`config.mk`:
```
export PLATFORM = sky130hd
export DESIGN_NAME = i2c_srx_engine
export DESIGN_NICKNAME = d
export VERILOG_FILES = /design/src/rtl/i2c_srx_pkg.sv /design/src/rtl/i2c_srx_sync.sv /design/src/rtl/i2c_srx_shifter.sv /design/src/rtl/i2c_srx_rxbuf.sv /design/src/rtl/i2c_srx_engine.sv
export SDC_FILE = /design/constraint.sdc
export NUM_CORES = 1
export LEC_CHECK = 0
export BUFFER_PORTS_ARGS = -buffer_cell sky130_fd_sc_hd__buf_2
export CORE_MARGIN = 5
export CORE_UTILIZATION = 45
export CTS_CLUSTER_SIZE = 10
export DETAILED_ROUTE_END_ITERATION = 6
export GPL_TIMING_DRIVEN = 0
export PLACE_DENSITY = 0.65
export SYNTH_ARGS = -nofsm -noshare
export SYNTH_HDL_FRONTEND = slang
export SYNTH_HIERARCHICAL = 1
export SYNTH_SLANG_ARGS = --single-unit
```
`constraint.sdc`:
```
create_clock -name clk -period 2.75 [get_ports clk]
set_clock_uncertainty 0.2 [all_clocks]
set_input_delay 0.1375 -clock clk [delete_from_list [all_inputs] [get_ports clk]]
set_output_delay 0.1375 -clock clk [all_outputs]
set_load 0.01 [all_outputs]
```
`src/rtl/i2c_srx_pkg.sv`:
```
package i2c_srx_pkg;

    typedef enum logic [2:0] {
        ST_IDLE,
        ST_SHIFT,
        ST_HOLD,
        ST_ACK,
        ST_IGNORE
    } srx_state_e;

endpackage

```
`src/rtl/i2c_srx_sync.sv`:
```
// Multi-line synchronizer with one extra history stage for edge detection.
module i2c_srx_sync #(
    parameter int STAGES = 2,
    parameter int LINES  = 2
) (
    input  logic             clk,
    input  logic             rst_n,
    input  logic [LINES-1:0] raw,
    output logic [LINES-1:0] cur,
    output logic [LINES-1:0] prev
);

    // pipe[0] is the first flop; pipe[STAGES-1] is the synchronized value,
    // pipe[STAGES] the value one cycle earlier.
    logic [STAGES:0][LINES-1:0] pipe;

    always_ff @(posedge clk or negedge rst_n) begin
        if (!rst_n) begin
            pipe <= '1;
        end else begin
            pipe <= {pipe[STAGES-1:0], raw};
        end
    end

    assign cur  = pipe[STAGES-1];
    assign prev = pipe[STAGES];

endmodule

```
`src/rtl/i2c_srx_shifter.sv`:
```
// Serial-in shift register with bit counter, MSB first.
module i2c_srx_shifter #(
    parameter  int W  = 8,
    localparam int CW = $clog2(W + 1)
) (
    input  logic          clk,
    input  logic          rst_n,
    input  logic          clr,
    input  logic          shift_en,
    input  logic          bit_in,
    output logic [W-1:0]  word,
    output logic [CW-1:0] count,
    output logic          done
);

    localparam logic [CW-1:0] FULL_COUNT = CW'(W);

    always_ff @(posedge clk or negedge rst_n) begin
        if (!rst_n) begin
            word  <= '0;
            count <= '0;
        end else if (clr) begin
            word  <= '0;
            count <= '0;
        end else if (shift_en && (count != FULL_COUNT)) begin
            word  <= {word[W-2:0], bit_in};
            count <= count + 1'b1;
        end
    end

    assign done = (count == FULL_COUNT);

endmodule

```
`src/rtl/i2c_srx_rxbuf.sv`:
```
// Receive data register with full flag.
module i2c_srx_rxbuf #(
    parameter int W = 8
) (
    input  logic         clk,
    input  logic         rst_n,
    input  logic         load,
    input  logic [W-1:0] din,
    input  logic         rd,
    output logic [W-1:0] dout,
    output logic         full
);

    always_ff @(posedge clk or negedge rst_n) begin
        if (!rst_n) begin
            dout <= '0;
            full <= 1'b0;
        end else if (load) begin
            dout <= din;
            full <= 1'b1;
        end else if (rd) begin
            full <= 1'b0;
        end
    end

endmodule

```
`src/rtl/i2c_srx_engine.sv`:
```
module i2c_srx_engine
    import i2c_srx_pkg::*;
#(
    parameter int ADDR_W      = 7,
    parameter int DATA_W      = 8,
    parameter int SYNC_STAGES = 2
) (
    input  logic              clk,
    input  logic              rst_n,
    input  logic              en,
    input  logic [ADDR_W-1:0] own_addr,
    input  logic              ack_level,
    input  logic              scl_in,
    input  logic              sda_in,
    output logic              scl_pull,
    output logic              sda_pull,
    input  logic              rd_strobe,
    output logic [DATA_W-1:0] rx_data,
    output logic              rx_full,
    output logic              stop_seen
);

    localparam int CW = $clog2(DATA_W + 1);

    // ---------------- line synchronization and bus events ----------------
    logic scl_s, sda_s, scl_q, sda_q;

    i2c_srx_sync #(
        .STAGES (SYNC_STAGES),
        .LINES  (2)
    ) u_sync (
        .clk   (clk),
        .rst_n (rst_n),
        .raw   ({scl_in, sda_in}),
        .cur   ({scl_s, sda_s}),
        .prev  ({scl_q, sda_q})
    );

    logic scl_rise, scl_fall, start_ev, stop_ev;

    always_comb begin
        scl_rise = scl_s & ~scl_q;
        scl_fall = ~scl_s & scl_q;
        start_ev = scl_s & scl_q & sda_q & ~sda_s;
        stop_ev  = scl_s & scl_q & ~sda_q & sda_s;
    end

    // ---------------- datapath ----------------
    srx_state_e        state, nxt;
    logic              shift_clr, shift_en, byte_done;
    logic [DATA_W-1:0] shift_word;
    logic [CW-1:0]     shift_count;
    logic              load_byte;
    logic              addr_phase;
    logic              ack_lat;
    logic              addr_ok;
    logic              enter_frame, next_frame;

    i2c_srx_shifter #(
        .W (DATA_W)
    ) u_shift (
        .clk      (clk),
        .rst_n    (rst_n),
        .clr      (shift_clr),
        .shift_en (shift_en),
        .bit_in   (sda_s),
        .word     (shift_word),
        .count    (shift_count),
        .done     (byte_done)
    );

    i2c_srx_rxbuf #(
        .W (DATA_W)
    ) u_rxbuf (
        .clk   (clk),
        .rst_n (rst_n),
        .load  (load_byte),
        .din   (shift_word),
        .rd    (rd_strobe),
        .dout  (rx_data),
        .full  (rx_full)
    );

    assign addr_ok  = (shift_word[DATA_W-1 -: ADDR_W] == own_addr) && !shift_word[0];
    assign shift_en = (state == ST_SHIFT) && scl_rise;

    // ---------------- next-state logic ----------------
    always_comb begin
        nxt         = state;
        load_byte   = 1'b0;
        shift_clr   = 1'b0;
        enter_frame = 1'b0;
        next_frame  = 1'b0;
        if (!en) begin
            nxt       = ST_IDLE;
            shift_clr = 1'b1;
        end else if (start_ev) begin
            nxt         = ST_SHIFT;
            shift_clr   = 1'b1;
            enter_frame = 1'b1;
        end else if (stop_ev) begin
            nxt       = ST_IDLE;
            shift_clr = 1'b1;
        end else begin
            unique case (state)
                ST_IDLE: begin
                    nxt = ST_IDLE;
                end
                ST_SHIFT: begin
                    if (scl_fall && byte_done) begin
                        if (addr_phase && !addr_ok) begin
                            nxt = ST_IGNORE;
                        end else if (rx_full) begin
                            nxt = ST_HOLD;
                        end else begin
                            load_byte = 1'b1;
                            nxt       = ST_ACK;
                        end
                    end
                end
                ST_HOLD: begin
                    if (!rx_full) begin
                        load_byte = 1'b1;
                        nxt       = ST_ACK;
                    end
                end
                ST_ACK: begin
                    if (scl_fall) begin
                        shift_clr  = 1'b1;
                        next_frame = 1'b1;
                        nxt        = ST_SHIFT;
                    end
                end
                ST_IGNORE: begin
                    nxt = ST_IGNORE;
                end
                default: begin
                    nxt = ST_IDLE;
                end
            endcase
        end
    end

    // ---------------- state register ----------------
    always_ff @(posedge clk or negedge rst_n) begin
        if (!rst_n) begin
            state <= ST_IDLE;
        end else begin
            state <= nxt;
        end
    end

    // ---------------- frame bookkeeping ----------------
    always_ff @(posedge clk or negedge rst_n) begin
        if (!rst_n) begin
            addr_phase <= 1'b0;
            ack_lat    <= 1'b1;
            stop_seen  <= 1'b0;
        end else begin
            if (enter_frame) begin
                addr_phase <= 1'b1;
            end else if (next_frame) begin
                addr_phase <= 1'b0;
            end
            if (load_byte) begin
                ack_lat <= ack_level;
            end
            if (en && start_ev) begin
                stop_seen <= 1'b0;
            end else if (en && stop_ev) begin
                stop_seen <= 1'b1;
            end
        end
    end

    // ---------------- outputs ----------------
    always_comb begin
        scl_pull = (state == ST_HOLD);
        sda_pull = (state == ST_ACK) && !ack_lat;
    end

endmodule

```
==> metrics.txt, run 1 <==
Die W=72.1 um; Die Y=72.1 um; Worst EP required=2.72 ns; outcome=complete, no violations; most frequent cells in the layout=dfrtp_1, buf_2, nand2b_1, nand2_1, mux2_4; Num CTS Buffers=5; final setup violation count=0; TritonCTS clock tree=built; RD Place Congestion=between 0.8 and 0.9; Setup crit end kind=flop; Syn Inst Count=about 150; Sink Count=33; post-DR wirelength/cell=between 10 and 15 um; commonest non-fill, non-tap cell in the layout=dfrtp_1; largest net degree at the start of global routing=34; critical path type=reg2reg; fillers=approximately 330; yosys warns=6; Mapped Avg Cell Area=11.5 um^2; max_cap viols=0; pwr/cell area=approximately 450 mW/mm^2; part of the Yosys area used for sequential elements=about half; htree depth=2; cell area after synthesis=0.00174 mm^2; ant diodes=0; share of cells above drive strength 1=between 30 and 40%; Final Cycle Share=approximately 90%; remaining global-route overflow=0; most frequent CP cell=inv_1; Setup crit start kind=flop; leakage power=0.928 nW; Period minus WS final=about 2.5 ns; Primary FF master, synth=dfrtp_1; Area growth, synth to finish=18.0%; DRC violation count after routing=0; Arrival @ worst endpoint=2.49 ns; Root Driver=clkbuf_8; DRT iter0 DRCs=81; total core area=0.00369 mm^2; Slew Limit Headroom=50.7%; initial antenna violation count=0; Top delay family on crit path=compound AO/OA/AOI/OAI gates; Slew Viols, Final=0; Cell variety after synth=between 40 and 50; CP max FO=9; Hold Crit Class=in2reg; DRT Pass-1 Iters=4; Worst-path clk slew=0.06 ns; PortBufs=24; Detailed Place HPWL=roughly 2.3 mm; CP max stage cell=a2111oi_4; worst path bufs/invs=3; slowest cell delay on critical path=between 0.4 and 0.5 ns; RSZ-0062 raised after global routing=false; final wirelength=between 3 and 4 mm; Initial Util=a little under half; GRT Total Usage=roughly 13%; clk_lat worst skew=~0.28 ns; worst vdd ir=between 0.15 and 0.2 mV; Clock Path Buffers=2; Post-DRT Antenna Nets=0; full die area=~0.0052 mm^2; first-pass GRT wire length=~5.4 mm; via count=about 1,200; Final nets=about 200; number of global-route vias before repair=about 1,200; Std-Cell Rows=22; Hold Fails Final Rpt=0; Via density=5.00; # IOs=26; syn nets=between 150 and 200; f_max=396 MHz; worst hold margin=~0.075 ns; Synth async-reset ratio=100%; EDFF count, synth=0; Slew @ Worst Pin=~0.74 ns; post-route setup TNS=0 ns; post-synthesis register bit count=33; worst-path cell chain=inv_1 > ha_1 > nand3b_4 > inv_1 > nor2b_1 > a31oi_1 > a2111oi_4 > buf_6 > mux2_4
-- flip-flops by register name, summed over array words and instances, names as in the netlist --
signal and cells:
ack_lat 1, addr_phase 1, state 3, stop_seen 1, u_rxbuf/dout 8, u_rxbuf/full 1
u_shift/count 4, u_shift/word 8, u_sync/cur 2, u_sync/pipe 2, u_sync/prev 2
-- layout make-up --
cell class              instances  area [um^2]  share of cell area [%]
plain buffers                  10         68.8                    3.36
repair buffers                 29          170                    8.30
multi-input cells             101          808                    39.4
clock inverters                 2         10.0                   0.488
well taps                      48         60.1                    2.93
inverters                       7         26.3                    1.28
clock buffers                   6         72.6                    3.54
flip-flops and latches         33          835                    40.7
-- metrics by stage --
step,worst slack (ns),std cells,power [W],area (um^2),utilization (%)
after global routing,0.0721,236,0.000968,2050,55.6
after floorplan,0.452,151,0.000546,1740,-
after detailed placement,0.256,223,0.000574,1920,52.0
after global placement,0.298,223,0.000571,1920,52.0
after CTS,0.225,236,0.000936,2050,55.6
final,0.225,236,0.000916,2050,55.6
-- cell usage after synthesis (2+ instances only) --
cell type	number	area share, %
dfrtp_1	26	37
nand2_1	11	2.4
nand2b_1	11	4.0
mux2_4	9	7.8
mux2i_1	8	4.6
xor2_1	8	4.0
a21oi_1	7	2.0
dfstp_2	7	11
inv_1	7	1.5
o21ai_0	6	1.7
nor2_1	5	1.1
buf_4	4	1.7
nor2b_1	4	1.4
a21o_2	3	1.5
clkbuf_1	3	0.65
a31oi_1	2	0.72
buf_6	2	1.3
ha_1	2	1.4
nand3_1	2	0.58
nand4_1	2	0.72
nand4b_1	2	1.0
-- routing by layer --
layer	global-route usage, %	share of wire [%]	vias to the layer above
met1	16.7	47	557
li1	-	-	596
met2	21.7	46	20
met3	4.29	5.4	7
met5	0	0	-
met4	5.01	1.8	0
-- cell families (layout without fill, tap and decap cells) --
| kind of cell | count (synthesis) | after routing | share of synthesized area [%] |
|---|---|---|---|
| simple gates | 45 | 45 | 16.4 |
| mux | 17 | 17 | 12.4 |
| flops | 33 | 33 | 48.0 |
| fa+ha+maj | 2 | 2 | 1.44 |
| compound gates | 28 | 28 | 11.7 |
| buf+inv | 17 | 54 | 5.47 |
| xor+xnor | 9 | 9 | 4.54 |
-- worst paths after layout --
path / start / endpoint / slack (ns) / cells after the start
setup / recovery: u_shift/count[0] / u_rxbuf/dout[7] / 0.22 / 9
hold / removal: en / state[0] / 0.07 / 3
setup reg to reg: u_shift/count[0] / u_rxbuf/dout[7] / 0.22 / 9
hold reg to reg: u_sync/pipe[1] / u_sync/cur[1] / 0.16 / 0
max in group asynchronous: rst_n / u_rxbuf/dout[7] / 1.63 / 2
min in group asynchronous: rst_n / u_rxbuf/full / 0.25 / 2
-- worst reg2reg max path, stage by stage (launching register included) --
cell and delay, ns:
dfrtp_1 0.41, inv_1 0.10, ha_1 0.21, nand3b_4 0.14, inv_1 0.12, nor2b_1 0.13
a31oi_1 0.13, a2111oi_4 0.43, buf_6 0.23, mux2_4 0.32
-- what timing repair did --
| action | in CTS | in global routing |
|---|---|---|
| gates resized for setup | 0 | 0 |
| setup endpoints to repair | 0 | 0 |
| hold buffers | 5 | 0 |
| endpoints found under the hold margin | 30 | 0 |
| setup buffers | 0 | 0 |
-- power by group --
group          internal (W)  switching, W
Clock              0.000175      0.000171
Combinational     0.0000305     0.0000405
Sequential         0.000496    0.00000278
No activity file was read; power rests on OpenSTA's default activity.
==> run 2, diff against run 1 <==
--- a/config.mk
+++ b/config.mk
@@ -7,11 +7,12 @@
 export LEC_CHECK = 0
 export BUFFER_PORTS_ARGS = -buffer_cell sky130_fd_sc_hd__buf_2
 export CORE_MARGIN = 5
-export CORE_UTILIZATION = 45
+export CORE_UTILIZATION = 40
 export CTS_CLUSTER_SIZE = 10
 export DETAILED_ROUTE_END_ITERATION = 6
+export GPL_ROUTABILITY_DRIVEN = 0
 export GPL_TIMING_DRIVEN = 0
-export PLACE_DENSITY = 0.65
+export REMOVE_ABC_BUFFERS = 1
 export SYNTH_ARGS = -nofsm -noshare
 export SYNTH_HDL_FRONTEND = slang
 export SYNTH_HIERARCHICAL = 1
==> run 2 against run 1 <==
Net effect:
- clock-buffer cell count stayed put
- combinational power down 14%
- flip-flop and latch count stayed put
- core utilization fell by 8.4 points
- critical path depth unchanged
- total power down 0.76%
- final cell count shrank 1.3%
- sequential share of layout area rose by 0.45 points
- clock power hardly changed
- via count is 0.25% higher
- register-to-register slack improved by 0.13 ns
- largest power group unchanged
- highest routed layer unchanged
==> metrics.txt, run 2 (synthesized netlist as in run 1, its figures left out) <==
full die area=0.00576 mm^2 (+11%); Slew @ Worst Pin=0.772 ns (+0.0334 ns); Slew Limit Headroom=48.4% (-2.3 points); first-pass GRT wire length=5.58 mm (+3.1%); worst vdd ir=0.265 mV (+42%); Worst-path clk slew=0.06 ns (about the same); Via density=5.08 (+1.5%); leakage power=0.906 nW (-2.4%); Critical Path End=u_rxbuf/dout[2]; TritonCTS clock tree=built; Die Y=75.9 um (+5.2%); post-DR wirelength/cell=13.5 um (-2.0%); f_max=418 MHz (+5.6%); htree depth=2 (unchanged); final setup violation count=0 (unchanged); share of cells above drive strength 1=33.1% (-0.89 points); max_cap viols=0 (unchanged); final wirelength=3.14 mm (-3.3%); number of global-route vias before repair=1,176 (-0.34%); Worst EP required=2.71 ns (about the same); initial antenna violation count=0 (unchanged); fillers=379 (+13%); dpl cell area=0.00186 mm^2 (-3.1%); CP max FO=10 (+1); Root Driver=clkbuf_8; commonest non-fill, non-tap cell in the layout=dfrtp_1; biggest regs=u_rxbuf/dout: 8 flops, u_shift/word: 8 flops, u_shift/count: 4 flops; Arrival @ worst endpoint=2.36 ns (-0.13 ns); DP Worst Slack=-0.0816 ns (-0.337 ns); worst hold margin=0.156 ns (+0.0819 ns); Sink Count=33 (unchanged); final instance area=0.00203 mm^2 (-1.1%); DRT iter0 DRCs=84 (+3.7%); Slew Viols, Final=0 (unchanged); Setup crit end kind=flop; RSZ-0062 raised after global routing=false; Sequential Area=835 um^2 (unchanged); # IOs=26 (unchanged); Area growth, synth to finish=16.7%; Detailed Place HPWL=2.27 mm (-2.6%); Die W=75.9 um (+5.2%); outcome=complete, no violations; GRT Total Usage=11.8% (-1.6 points); most frequent cells in the layout=dfrtp_1, buf_2, nand2b_1, nand2_1, mux2_4; Non-Filler Instances=233 (-1.3%); multi-input logic area=815 um^2 (+0.77%); largest net degree at the start of global routing=34 (unchanged); final setup margin=0.358 ns (+0.134 ns); DRT Pass-1 Iters=4 (unchanged); via count=1,183 (+0.25%); Final Cycle Share=87.0% (-4.9 points); Num CTS Buffers=5 (unchanged); Initial Util=40.5% (-6.6 points); ant diodes=0 (unchanged); placed cell count=218 (-2.2%); Final nets=196 (-3.4%); Hold Crit Depth=0 (-3); critical path type=reg2reg; DRC violation count after routing=0 (unchanged); remaining global-route overflow=0 (unchanged); Hold Fails Final Rpt=0 (unchanged); Post-DRT Antenna Nets=0 (unchanged); total core area=0.00429 mm^2 (+16%); Hold Crit Class=reg2reg; R2R depth=9 (unchanged); r2r endpoint=u_rxbuf/dout[2]; Clock Path Buffers=2 (unchanged); pwr/cell area=448 mW/mm^2 (+0.34%); Critical Path Source=u_shift/count[0]; Period minus WS final=2.39 ns (-0.134 ns); R2R setup slack=0.36 ns (+0.13 ns); clk_lat worst skew=0.28 ns (about the same); PortBufs=25 (+4.2%); RR Startpoint=u_shift/count[0]; Setup crit start kind=flop; Std-Cell Rows=24 (+9.1%)
run 2: final cells by class:
| cell class | instances | share of cell area [%] |
|---|---|---|
| flip-flops and latches | 33 | 41.1 |
| multi-input cells | 101 | 40.2 |
| repair buffers | 32 | 10.1 |
| clock buffers | 6 | 3.58 |
| well taps | 52 | 3.21 |
| inverters | 7 | 1.30 |
| clock inverters | 2 | 0.494 |
run 2: metal layers:
| layer | vias up | share of wire [%] | global-route usage [%] | routed length (um) |
|---|---|---|---|---|
| met5 | - | 0 | 0 | 0 |
| met4 | 0 | 1.8 | 4.80 | 57 |
| met3 | 6 | 5.0 | 4.27 | 157 |
| met2 | 27 | 47 | 18.1 | 1460 |
| met1 | 571 | 47 | 15.1 | 1460 |
| li1 | 579 | - | - | - |
run 2: critical path: stages (launching register included):
cell       delay, ns
dfrtp_1         0.40
inv_1           0.11
ha_1            0.21
nand3b_4        0.13
inv_1           0.11
nor2b_1         0.14
a31oi_1         0.13
a2111oi_4       0.35
buf_12          0.19
mux2_4          0.30
run 2: what timing repair did:
| item | CTS | global route |
|---|---|---|
| pin swaps | 1 | 0 |
| endpoints found under the setup margin | 9 | 10 |
| hold buffers | 6 | 0 |
| resized for setup | 0 | 1 |
| endpoints found under the hold margin | 31 | 0 |
| cloned | 0 | 0 |
| setup buffers | 1 | 0 |
run 2: worst min path at each step:
stage | start | endpoint | slack (ns)
6_report | u_sync/pipe[0] | u_sync/cur[0] | 0.16
5_1_grt | u_sync/pipe[0] | u_sync/cur[0] | 0.16
4_1_cts | u_sync/pipe[0] | u_sync/cur[0] | 0.16
3_5_place_dp | rst_n | u_rxbuf/full | 0.04
3_3_place_gp | rst_n | u_rxbuf/full | 0.03
2_1_floorplan | rst_n | addr_phase | -0.36
run 2: through the flow:
stage               setup TNS, ns  power, W  util [%]
floorplan                       0  0.000539         -
global placement         -0.00199  0.000566      43.3
detailed placement         -0.608  0.000568      43.3
CTS                             0  0.000922      47.1
global route                    0  0.000950      47.2
finish                          0  0.000909      47.2
run 2: report_power, final:
part	internal (W)	switching, W
combinational	0.0000271	0.0000340
clock	0.000175	0.000169
sequential	0.000496	0.00000799
total	0.000698	0.000211
==> run 3, diff against run 2 <==
==> constraint.sdc (replaced) <==
create_clock -name clk -period 2.75 [get_ports clk]
set_clock_uncertainty 0.2 [all_clocks]
set_input_delay 0.4125 -clock clk [delete_from_list [all_inputs] [get_ports clk]]
set_output_delay 0.4125 -clock clk [all_outputs]
set_load 0.01 [all_outputs]
==> run 3 against run 2 <==
Net effect:
- largest cell class unchanged
- register-to-register slack hardly changed
- the flow now finishes with violations (hold timing)
- final area is 3.0% lower
- die area stayed put
- critical endpoint unchanged
- worst setup slack hardly changed
- highest routed layer unchanged
- sequential power hardly changed
- total power is 0.67% lower
- via count is 2.4% lower
- sequential share of layout area is 1.3 points higher
- flip-flop and latch count stayed put
- fmax hardly changed
- critical path depth stayed put
- clock power hardly changed
==> metrics.txt, run 3 (synthesized netlist as in run 1, its figures left out) <==
fillers=387 (+2.1%); # IOs=26 (unchanged); DRT iter0 DRCs=91 (+8.3%); Hold Crit Class=in2async; number of global-route vias before repair=1,151 (-2.1%); RSZ-0062 raised after global routing=false; critical path type=reg2reg; leakage power=0.881 nW (-2.8%); htree depth=2 (unchanged); clk_lat worst skew=0.28 ns (about the same); slowest cell delay on critical path=0.40 ns (about the same); Top delay family on crit path=compound AO/OA/AOI/OAI gates; final instance area=0.00197 mm^2 (-3.0%); final setup violation count=0 (unchanged); ant diodes=0 (unchanged); TritonCTS clock tree=built; DP Worst Slack=-0.0816 ns (unchanged); most frequent CP cell=inv_1; outcome=finished with violations; Final nets=190 (-3.1%); initial antenna violation count=0 (unchanged); Die Y=75.9 um (unchanged); f_max=418 MHz (about the same); Std-Cell Rows=24 (unchanged); first-pass GRT wire length=5.46 mm (-2.1%); commonest non-fill, non-tap cell in the layout=dfrtp_1; worst vdd ir=0.249 mV (-5.8%); Setup crit start kind=flop; CP max stage cell=dfrtp_1; max_cap viols=0 (unchanged); largest net degree at the start of global routing=34 (unchanged); final setup margin=0.358 ns (-0.000213 ns); Arrival @ worst endpoint=2.36 ns (about the same); CP max FO=10 (unchanged); worst hold margin=-0.0182 ns (-0.175 ns); Via density=5.09 (+0.21%); Clock Path Buffers=2 (unchanged); Slew Limit Headroom=48.4% (unchanged); final design utilization=45.8% (-1.4 points); pwr/cell area=459 mW/mm^2 (+2.4%); Levels on crit path=9 (unchanged); full die area=0.00576 mm^2 (unchanged); failing checks=hold timing; total core area=0.00429 mm^2 (unchanged); placed cell count=218 (unchanged); Final Cycle Share=87.0% (about the same); most frequent cells in the layout=dfrtp_1, buf_2, nand2b_1, nand2_1, mux2_4; DRT Pass-1 Iters=4 (unchanged); Post-DRT Antenna Nets=0 (unchanged); final wirelength=3.11 mm (-0.89%); number of hold buffers added after cts=0 (-6); DRC violation count after routing=0 (unchanged); Slew Viols, Final=0 (unchanged); Root Driver=clkbuf_8; via count=1,155 (-2.4%); remaining global-route overflow=0 (unchanged); worst-path cell chain=inv_1 > ha_1 > nand3b_4 > inv_1 > nor2b_1 > a31oi_1 > a2111oi_4 > buf_12 > mux2_4; worst path bufs/invs=3 (unchanged); Non-Filler Instances=227 (-2.6%); post-DR wirelength/cell=13.7 um (+1.7%); Sink Count=33 (unchanged); Worst EP required=2.71 ns (about the same); Area growth, synth to finish=13.2%; Hold Fails Final Rpt=26 (+26); biggest regs=u_rxbuf/dout: 8 flops, u_shift/word: 8 flops, u_shift/count: 4 flops; dpl cell area=0.00186 mm^2 (unchanged); Num CTS Buffers=5 (unchanged); Setup crit end kind=flop; Initial Util=40.5% (unchanged); Worst-path clk slew=0.07 ns (about the same); Die W=75.9 um (unchanged); Slew @ Worst Pin=0.772 ns (-0.000000656 ns); PortBufs=25 (unchanged); share of cells above drive strength 1=34.3% (+1.1 points); Period minus WS final=2.39 ns (+0.000213 ns); R2R depth=9 (unchanged); GRT Total Usage=11.6% (-0.22 points); Detailed Place HPWL=2.27 mm (unchanged)
run 3: per-layer routing:
| metal | vias up | global-route usage, % | wire length (um) |
|---|---|---|---|
| met5 | - | 0 | 0 |
| li1 | 568 | - | - |
| met4 | 0 | 4.80 | 57 |
| met1 | 556 | 14.7 | 1450 |
| met2 | 25 | 17.6 | 1430 |
| met3 | 6 | 4.50 | 171 |
run 3: worst paths after layout:
kind / endpoint / from / slack (ns)
max: u_rxbuf/dout[2] / u_shift/count[0] / 0.36
min: u_rxbuf/full / rst_n / -0.02
max reg2reg: u_rxbuf/dout[2] / u_shift/count[0] / 0.36
min reg2reg: u_sync/cur[0] / u_sync/pipe[0] / 0.16
max in group asynchronous: u_shift/count[3] / rst_n / 1.90
min in group clk: u_sync/pipe[1] / scl_in / 0.03
run 3: through the flow:
| step | TNS [ns] | power, W |
|---|---|---|
| final | 0 | 0.000903 |
| after global routing | 0 | 0.000943 |
| after CTS | 0 | 0.000915 |
| after detailed placement | -0.608 | 0.000568 |
| after global placement | -0.0464 | 0.000566 |
| after floorplan | 0 | 0.000539 |
run 3: what timing repair did:
item / CTS / global route
pin swaps: 1 / 0
endpoints found under the setup margin: 9 / 10
gates resized for setup: 0 / 1
buffers inserted: 1 / 0
run 3: final cells by class:
cell class	count	area (um^2)	area share, %
clock inverters	2	10.0	0.509
multi-input cells	101	815	41.4
repair buffers	26	145	7.37
flip-flops and latches	33	835	42.4
well taps	52	65.1	3.31
inverters	7	26.3	1.34
clock buffers	6	72.6	3.69
run 3: report_power, final:
group	switching, W	total [W]	internal [W]
Clock	0.000169	0.000344	0.000175
Combinational	0.0000331	0.0000547	0.0000216
Sequential	0.00000800	0.000504	0.000496
